$ cat src/rtl/jsm_pkg.sv
`timescale 1ns/1ps
package jsm_pkg;

    typedef enum logic [1:0] {
        ST_IDLE  = 2'd0,
        ST_PRE   = 2'd1,
        ST_SHIFT = 2'd2,
        ST_POST  = 2'd3
    } jsm_state_e;

    localparam logic [1:0] KIND_DR = 2'd0;
    localparam logic [1:0] KIND_IR = 2'd1;

    // TMS walk patterns from Run-Test-Idle, consumed from bit 0 upward
    localparam logic [5:0] PAT_DR  = 6'b000001;
    localparam logic [5:0] PAT_IR  = 6'b000011;
    localparam logic [5:0] PAT_RST = 6'b011111;

    localparam logic [2:0] LEN_PRE_DR  = 3'd3;
    localparam logic [2:0] LEN_PRE_IR  = 3'd4;
    localparam logic [2:0] LEN_PRE_RST = 3'd6;

endpackage

$ cat src/rtl/jsm_tck_gen.sv
`timescale 1ns/1ps
module jsm_tck_gen #(
    parameter int DIV_W = 8
) (
    input  logic             clk,
    input  logic             rst_n,
    input  logic             run,
    input  logic [DIV_W-1:0] half_div,
    output logic             tck,
    output logic             rise,
    output logic             fall
);

    typedef struct packed {
        logic             phase;
        logic [DIV_W-1:0] cnt;
        logic [DIV_W-1:0] hd;
    } tg_t;

    tg_t d, q;
    logic half_end;

    assign half_end = run && (q.cnt == q.hd - DIV_W'(1));
    assign rise     = half_end && !q.phase;
    assign fall     = half_end && q.phase;
    assign tck      = q.phase;

    always_comb begin
        d = q;
        if (!run) begin
            d.phase = 1'b0;
            d.cnt   = '0;
            d.hd    = (half_div == '0) ? DIV_W'(1) : half_div;
        end else if (half_end) begin
            d.cnt   = '0;
            d.phase = !q.phase;
        end else begin
            d.cnt   = q.cnt + DIV_W'(1);
        end
    end

    always_ff @(posedge clk or negedge rst_n) begin
        if (!rst_n) begin
            q.phase <= 1'b0;
            q.cnt   <= '0;
            q.hd    <= DIV_W'(1);
        end else begin
            q <= d;
        end
    end


    hd_hold_chk: assert property (@(posedge clk) disable iff (!rst_n)
        (run && $past(run)) |-> $stable(q.hd));

endmodule

$ cat src/rtl/jsm_shift_acc.sv
`timescale 1ns/1ps
module jsm_shift_acc #(
    parameter int MAX_BITS = 32,
    parameter int LEN_W    = 6
) (
    input  logic                clk,
    input  logic                rst_n,
    input  logic                load,
    input  logic [MAX_BITS-1:0] load_data,
    input  logic [LEN_W-1:0]    load_len,
    input  logic                sample,
    input  logic                tdo_i,
    input  logic                advance,
    output logic                tdi_bit,
    output logic [MAX_BITS-1:0] acc
);

    typedef struct packed {
        logic [MAX_BITS-1:0] data;
        logic [MAX_BITS-1:0] acc;
        logic [LEN_W-1:0]    len;
    } sa_t;

    sa_t d, q;

    assign tdi_bit = q.data[0];
    assign acc     = q.acc;

    always_comb begin
        d = q;
        if (load) begin
            d.data = load_data;
            d.acc  = '0;
            d.len  = load_len;
        end else begin
            if (sample) begin
                d.acc = q.acc >> 1;
                for (int i = 0; i < MAX_BITS; i++) begin
                    if (i == int'(q.len) - 1) d.acc[i] = tdo_i;
                end
            end
            if (advance) d.data = q.data >> 1;
        end
    end

    always_ff @(posedge clk or negedge rst_n) begin
        if (!rst_n) q <= '0;
        else        q <= d;
    end


    capture_top_chk: assert property (@(posedge clk) disable iff (!rst_n)
        (sample && !load) |=> (((q.acc >> (q.len - LEN_W'(1))) & MAX_BITS'(1)) == MAX_BITS'($past(tdo_i))));

endmodule

$ cat src/rtl/jtag_scan_master.sv
`timescale 1ns/1ps
module jtag_scan_master
    import jsm_pkg::*;
#(
    parameter int MAX_BITS = 32,
    parameter int DIV_W    = 8,
    parameter int LEN_W    = $clog2(MAX_BITS + 1)
) (
    input  logic                clk,
    input  logic                rst_n,
    input  logic [DIV_W-1:0]    half_div,
    input  logic                cmd_valid,
    input  logic [1:0]          cmd_kind,
    input  logic [LEN_W-1:0]    cmd_len,
    input  logic [MAX_BITS-1:0] cmd_data,
    output logic                busy,
    output logic                done,
    output logic [MAX_BITS-1:0] rdata,
    output logic                tck,
    output logic                tms,
    output logic                tdi,
    input  logic                tdo
);

    typedef struct packed {
        jsm_state_e       st;
        logic [1:0]       kind;
        logic [5:0]       pat;
        logic [2:0]       pre_left;
        logic [LEN_W-1:0] bit_left;
        logic [1:0]       post_left;
        logic             done;
    } fsm_t;

    fsm_t d, q;

    logic             accept;
    logic             rise, fall;
    logic             tdi_bit;
    logic [LEN_W-1:0] eff_len;
    logic             run;

    assign run     = (q.st != ST_IDLE);
    assign accept  = cmd_valid && !run;
    assign eff_len = (cmd_len == '0) ? LEN_W'(1) :
                     (cmd_len > LEN_W'(MAX_BITS)) ? LEN_W'(MAX_BITS) : cmd_len;

    jsm_tck_gen #(.DIV_W(DIV_W)) tck_gen_i (
        .clk      (clk),
        .rst_n    (rst_n),
        .run      (run),
        .half_div (half_div),
        .tck      (tck),
        .rise     (rise),
        .fall     (fall)
    );

    jsm_shift_acc #(.MAX_BITS(MAX_BITS), .LEN_W(LEN_W)) shift_acc_i (
        .clk       (clk),
        .rst_n     (rst_n),
        .load      (accept),
        .load_data (cmd_data),
        .load_len  (eff_len),
        .sample    (rise && (q.st == ST_SHIFT)),
        .tdo_i     (tdo),
        .advance   (fall && (q.st == ST_SHIFT)),
        .tdi_bit   (tdi_bit),
        .acc       (rdata)
    );

    always_comb begin
        d      = q;
        d.done = 1'b0;
        unique case (q.st)
            ST_IDLE: begin
                if (accept) begin
                    d.st        = ST_PRE;
                    d.kind      = cmd_kind;
                    d.bit_left  = eff_len;
                    d.post_left = 2'd2;
                    if (cmd_kind == KIND_DR) begin
                        d.pat      = PAT_DR;
                        d.pre_left = LEN_PRE_DR;
                    end else if (cmd_kind == KIND_IR) begin
                        d.pat      = PAT_IR;
                        d.pre_left = LEN_PRE_IR;
                    end else begin
                        d.pat      = PAT_RST;
                        d.pre_left = LEN_PRE_RST;
                    end
                end
            end
            ST_PRE: begin
                if (fall) begin
                    d.pat      = q.pat >> 1;
                    d.pre_left = q.pre_left - 3'd1;
                    if (q.pre_left == 3'd1) begin
                        if (q.kind == KIND_DR || q.kind == KIND_IR) begin
                            d.st = ST_SHIFT;
                        end else begin
                            d.st   = ST_IDLE;
                            d.done = 1'b1;
                        end
                    end
                end
            end
            ST_SHIFT: begin
                if (fall) begin
                    d.bit_left = q.bit_left - LEN_W'(1);
                    if (q.bit_left == LEN_W'(1)) d.st = ST_POST;
                end
            end
            ST_POST: begin
                if (fall) begin
                    d.post_left = q.post_left - 2'd1;
                    if (q.post_left == 2'd1) begin
                        d.st   = ST_IDLE;
                        d.done = 1'b1;
                    end
                end
            end
            default: d.st = ST_IDLE;
        endcase
    end

    always_ff @(posedge clk or negedge rst_n) begin
        if (!rst_n) begin
            q.st        <= ST_IDLE;
            q.kind      <= '0;
            q.pat       <= '0;
            q.pre_left  <= '0;
            q.bit_left  <= '0;
            q.post_left <= '0;
            q.done      <= 1'b0;
        end else begin
            q <= d;
        end
    end

    always_comb begin
        unique case (q.st)
            ST_PRE:   tms = q.pat[0];
            ST_SHIFT: tms = (q.bit_left == LEN_W'(1));
            ST_POST:  tms = (q.post_left == 2'd2);
            default:  tms = 1'b0;
        endcase
    end

    assign tdi  = (q.st == ST_SHIFT) ? tdi_bit : 1'b0;
    assign busy = run;
    assign done = q.done;


    accept_busy_chk: assert property (@(posedge clk) disable iff (!rst_n)
        (cmd_valid && !busy) |=> busy);


    idle_quiet_chk: assert property (@(posedge clk) disable iff (!rst_n)
        !busy |-> (!tck && !tms && !tdi));


    rise_stable_chk: assert property (@(posedge clk) disable iff (!rst_n)
        $rose(tck) |-> ($stable(tms) && $stable(tdi)));


    done_pulse_chk: assert property (@(posedge clk) disable iff (!rst_n)
        done |=> !done);


    done_busy_chk: assert property (@(posedge clk) disable iff (!rst_n)
        $fell(busy) |-> done);


    rdata_hold_chk: assert property (@(posedge clk) disable iff (!rst_n)
        (!busy && $past(!busy) && !$past(cmd_valid)) |-> $stable(rdata));

endmodule

$ cat config.mk
export PLATFORM = sky130hd
export DESIGN_NAME = jtag_scan_master
export DESIGN_NICKNAME = d
export VERILOG_FILES = /design/src/rtl/jsm_pkg.sv /design/src/rtl/jsm_tck_gen.sv /design/src/rtl/jsm_shift_acc.sv /design/src/rtl/jtag_scan_master.sv
export SDC_FILE = /design/constraint.sdc
export NUM_CORES = 1
export LEC_CHECK = 0
export ABC_CLOCK_PERIOD_IN_PS = 5800
export CAP_MARGIN = 20
export CORE_ASPECT_RATIO = 0.8
export CORE_UTILIZATION = 30
export CTS_CLUSTER_DIAMETER = 60
export CTS_CLUSTER_SIZE = 10
export DETAILED_ROUTE_END_ITERATION = 16
export GPL_TIMING_DRIVEN = 0
export PLACE_DENSITY = 0.58
export SYNTH_ARGS = -nofsm -noshare
export SYNTH_HDL_FRONTEND = slang
export SYNTH_SLANG_ARGS = --single-unit
$ cat constraint.sdc
create_clock -name clk -period 5.8 [get_ports clk]
set_clock_uncertainty 0.1 [all_clocks]
set_input_delay 1.16 -clock clk [delete_from_list [all_inputs] [get_ports clk]]
set_output_delay 1.16 -clock clk [all_outputs]
set_load 0.02 [all_outputs]
# Word level (Yosys, flattened, before mapping)
# Cells that the tools add are included.
# Widths: inputs -> output; s select.
# word_totals
inputBits,52
out_inout_bits,37
ff_bits,109
elab_cells,160
# op_classes
eq_ne,49
n_mux,65
n_reduce_logical,26
n_lt_le_gt_ge,1
add_sub_neg,6
# ops
op,n
$eq 6x32->1 const A,16
$eq 5x32->1 const A,8
$eq 4x32->1 const A,4
$eq 3x32->1 const A,2
$mux 32,2
$mux 64,1
$mux 1,38
$eq 2x32->1 const A,1
$logic_not 32->1,1
$mux 9,3
$mux 8,3
$mux 21,1
$mux 6,3
$pmux 9 s2,1
$ne 2x2->1 const B,8
$mux 2,7
$pmux 6 s2,1
$reduce_bool 2->1,6
$reduce_and 3->1,3
$add 8x1->8 const B,1
$eq 2x1->1 const B,4
$eq 8x8->1,1
$logic_not 8->1,1
$pmux 2 s4,1
other kinds (20),30

# Longest topological paths before layout
# Gate-level depths: netlist of run 1.
# depth
word_depth,7
ltp_mapped,11
depth_no_buf,8

# Hierarchy
# Synthesis of run 1 repeated with hierarchy kept, for this count alone.
# unflattened
cells_unflattened,637
hier_area_um2,6034.5
# by_module_without_submodules
module,n_inst,area_per_inst_um2,cells_each
jsm_shift_acc,1,3767.4,391
jtag_scan_master,1,1257.5,147
jsm_tck_gen,1,1009.7,99

# Worst setup path after synthesis of run 1
# Ideal clock, no wire load.
# synth_path
path_type,register to register
from,reg tck_gen_i.q[0] (netlist bit)
to,reg q[8] (netlist bit)
setup_ns,0.127
period_less_slack_ns,2.704
stages_incl_launch_ff,10
path_slack_ns,3.096
n_path_buf,1
t_arrival_ns,2.478
path_cell_list,dfstp_2 > inv_1 > ha_1 > xor2_1 > o211ai_1 > or4_1 > a211oi_4 > clkbuf_1 > nor3b_1 > nand3b_1
# synth_between
elab_chain_len,6
# synth_rtl
item,line,text
start: declaration,jsm_tck_gen.sv:20,"tg_t d, q;"
$sub 8x1->8,jsm_tck_gen.sv:23,assign half_end = run && (q.cnt == q.hd - DIV_W'(1));
$eq 8x8->1,jsm_tck_gen.sv:23,
$logic_and 1x1->1,jsm_tck_gen.sv:23,
$logic_and 1x1->1,jsm_tck_gen.sv:25,assign fall = half_end && q.phase;
$ne 2x2->1 (no line),--,
$reduce_and 3->1 (no line),--,
end: declaration,jtag_scan_master.sv:35,"fsm_t d, q;"
# Every way passes these cells.
# A chain may end at the register's enable or synchronous reset.

# Final worst setup path of run 1
# layout_path
from,reg q[21] (netlist bit)
to,out tms
# layout_between
elab_chain_len,2
# layout_rtl
item,line,text
$eq 2x2->1 / $eq 2x1->1 (equally long branches),jtag_scan_master.sv:141,unique case (q.st)
$pmux 1 s3 *,jtag_scan_master.sv:141,
end: declaration,jtag_scan_master.sv:20,"output logic tms,"
# Every way passes the cells marked *; elsewhere a longest branch is shown, timed or not.

==> metrics.md, run 1 <==
| Metric | Value |
|---|---|
| Die H | `130 um` |
| Post-synthesis cell type count | `55` |
| CP arrival | `2.33 ns` |
| Total power | `0.00316 W` |
| Clk root buf | `clkbuf_16` |
| Max frequency | `279 MHz` |
| Core area | `19900 um^2` |
| Worst-margin pin slew | `0.743 ns` |
| Syn Nets | `720` |
| Worst Setup Path Type | `reg2out` |
| Post_cts resized | `0` |
| I/O pins | `89` |
| Asr flop ratio synth | `1.00` |
| Top-area cell type share of the netlist area | `0.434` |
| Die ar. | `21000 um^2` |
| Final core utilization | `0.384` |
| Width of the die | `162 um` |
| WL/cell | `15.9 um` |
| # diodes | `0` |
| Mapped Cells | `660` |
| Global-route wire length before repair | `27000 um` |
| Layout Cells excl Fill | `1029` |
| Top cells by area, synth | `dfrtp_1, mux2i_1, nand2_1` |
| Syn Std Cell Area | `6120 um^2` |
| Post-route cell area | `7640 um^2` |
| Worst EP required | `4.54 ns` |
| Sink Count | `107` |
| Clock slew at reported path FFs | `0.07 ns` |
| P per Cell Area | `414 nW/um^2` |
| FF/Latch Area | `2680 um^2` |
| Hold Fails Final Rpt | `0` |
| Largest net degree at the start of global routing | `81` |
| Vias in the first global route | `5011` |
| Leakage | `3.32 nW` |
| Via count | `5164` |
| Port-buffer cells | `88` |
| Hold Startpoint | `shift_acc_i.tdi_bit` |
| Outcome | `finished, final reports clean` |
| Worst vdd ir | `0.151 mV` |
| Final setup viols | `0` |
| Synth-to-Final Area Change | `25.0%` |
| 1st-iter DRT viols | `382` |
| EDFF count, synth | `0` |
| Max Slew Vio Count | `0` |
| Hold WS | `0.406 ns` |
| Multi-input gate area | `2930 um^2` |
| CP endpoint kind | `output port` |
| CTS H-tree depth | `3` |
| Post-DP HPWL | `11700 um` |
| Drt first pass iters | `5` |
| CTS tree | `built` |
| Bufs on Longest Clock Path | `2` |
| Routability congestion estimate | `0.848` |
| Period Utilization, post-route | `0.619` |
| FF-to-FF Start | `tck_gen_i.q[0]` |
| Slew margin rel. | `0.497` |
| Row count | `46` |
| Routed WL | `16400 um` |
| Cell Area, Placed | `7360 um^2` |
| GRT Total Usage | `0.164` |
| Synth Register Bits | `107` |
| Detail Route Antenna Nets | `0` |
| CTS buffer count | `9` |
| Drc violations | `0` |
| Critical path's slowest cell | `clkdlybuf4s50_1` |
| Placed insts | `1013` |
| Layout cells sized above 1 | `0.0889` |
| CP Cell Sequence | `clkbuf_1 > clkinv_1 > a21oi_1 > a31o_2 > clkdlybuf4s50_1` |
| CP Max Fanout | `10` |
| Final #Nets | `820` |
| Critical Path Max Stage Delay | `0.61 ns` |
| Post-layout min period | `3.59 ns` |
| Initial antenna violation count | `0` |
| Synthesized area per cell | `9.27 um^2` |
| Initial Util | `0.307` |
| Synthesis Warnings | `0` |
| Crit-path leading delay family | `buffers and inverters` |
| Post-CTS setup buffers | `0` |
| Sequential-to-total area share from yosys stat | `0.438` |
| GRT overflow | `0` |
| Predominant post-synthesis flop cell | `dfrtp_1` |
| Quantity of hold-fixing buffers added after cts | `0` |
| Crit. Startpoint | `q[21]` |
| DR vias/cell | `5.02` |
| Hold Crit Class | `reg2reg` |
| CP bufs+invs | `3` |
| Cell taking the most area after synthesis | `dfrtp_1` |
| Fillers | `2082` |
| Total of max-cap violations | `0` |
| Startpoint types | `register` |
| Skew-Pair Late Insertion Delay | `0.36 ns` |
| RSZ-0062 raised after global routing | `false` |
power by group:
group / total [W] / switching (W) / leakage, nW / internal, W
sequential: 0.00122 / 0.000201 / 1.34 / 0.00102
clock: 0.000601 / 0.000285 / 0.142 / 0.000316
combinational: 0.00134 / 0.000735 / 1.85 / 0.000609
total: 0.00316 / 0.00122 / 3.32 / 0.00194
layout make-up:
class	instances	area share
Tap cell	264	0.0432
Inverter	17	0.00835
Buffer	80	0.0579
Clock inverter	5	0.00458
Multi-Input combinational cell	456	0.383
Timing Repair Buffer	89	0.119
Clock buffer	11	0.0331
Sequential cell	107	0.350
tightest hold or removal path: stages, from the launching register on:
cell and delay (ns):
dfrtp_1 0.34, nand3b_1 0.07, nand3_1 0.06
per-stage QoR:
| step | worst slack (ns) | TNS, ns |
|---|---|---|
| final | 2.21 | 0 |
| after detailed placement | 2.14 | 0 |
| after CTS | 2.21 | 0 |
| after floorplan | 3.10 | 0 |
| after global placement | -0.951 | -99.82 |
| after global routing | 1.99 | 0 |
synth_stat cells (6+ instances only):
library cell	count
dfrtp_1	106
nand2_1	93
mux2i_1	55
clkbuf_1	39
nand3_1	38
a21oi_1	37
buf_4	32
a211oi_1	31
nor2_1	26
o21ai_0	24
a21o_1	23
inv_1	16
nand3b_1	12
nor3_1	11
ha_1	8
nand2b_1	8
xor2_1	8
o311ai_0	7
xnor2_1	7
and2_1	6
buf_2	6
final timing paths:
check / end / slack [ns] / cells after the start
hold / removal: shift_acc_i.tdi_bit / 0.41 / 2
hold reg to reg: shift_acc_i.tdi_bit / 0.41 / 2
min in group asynchronous: tck_gen_i.q[2] / 0.57 / 1
setup reg to reg: shift_acc_i.acc[11] / 2.55 / 11
max in group asynchronous: shift_acc_i.acc[11] / 4.35 / 2
setup / recovery: tms / 2.21 / 5
registers in the layout, summed over array words and instances (netlist names):
| register | flops |
|---|---|
| done | 1 |
| q | 19 |
| shift_acc_i.acc | 32 |
| shift_acc_i.q | 37 |
| shift_acc_i.tdi_bit | 1 |
| tck_gen_i.q | 16 |
| tck_gen_i.tck | 1 |
kinds of logic (layout without fill, tap and decap cells):
family | Yosys count | count (layout) | synth area share
AOI/OAI and AO/OA | 144 | 144 | 0.157
xor gates and xnor gates | 15 | 15 | 0.0215
adders and majority gates | 8 | 8 | 0.0164
buffers and inverters | 97 | 202 | 0.0829
DFF | 107 | 107 | 0.438
muxes | 60 | 60 | 0.0992
and+or+nand+nor | 229 | 229 | 0.185
cell usage in the layout (no fill, tap or decap), types with 9 or more instances in the layout:
master	instances
dfrtp_1	106
nor2_1	26
nor3_1	11
clkdlybuf4s50_1	87
a21o_1	23
nand3b_1	12
buf_4	32
nand2_1	93
inv_1	16
clkbuf_1	39
clkbuf_16	9
a211oi_1	31
nand3_1	38
a21oi_1	37
o21ai_0	24
mux2i_1	55
per-layer routing:
metal	global-route usage	up-vias	share of wire
li1	-	2500	-
met1	0.247	2532	0.52
met2	0.235	117	0.42
met3	0.0407	15	0.051
met4	0.0377	0	0.011
met5	0	-	0
(Power assumes the default switching activity.)
==> run 2, diff against run 1 <==
Settings changed: ABC_CLOCK_PERIOD_IN_PS 5800 to 3650.
Clock period 5.8 ns to 3.65 ns, I/O delays scaled along.
==> results of run 2 <==
Same layout as run 1 (identical final DEF). Status: finished, final reports clean.
Among the figures that moved: setup slack after placement 2.14 ns -> 0.418 ns; clock-pin slew on the worst setup and hold paths 0.07 ns -> 0.08 ns; setup slack after layout 2.21 ns -> 0.400 ns; hold slack 0.406 ns -> 0.145 ns; start point of the critical path q[21] -> tck_gen_i.q[0]; end point of the critical path tms -> shift_acc_i.acc[11]; register-to-register setup slack 2.55 ns -> 0.40 ns; total power 0.00316 W -> 0.00502 W; worst IR drop on VDD 0.151 mV -> 0.239 mV
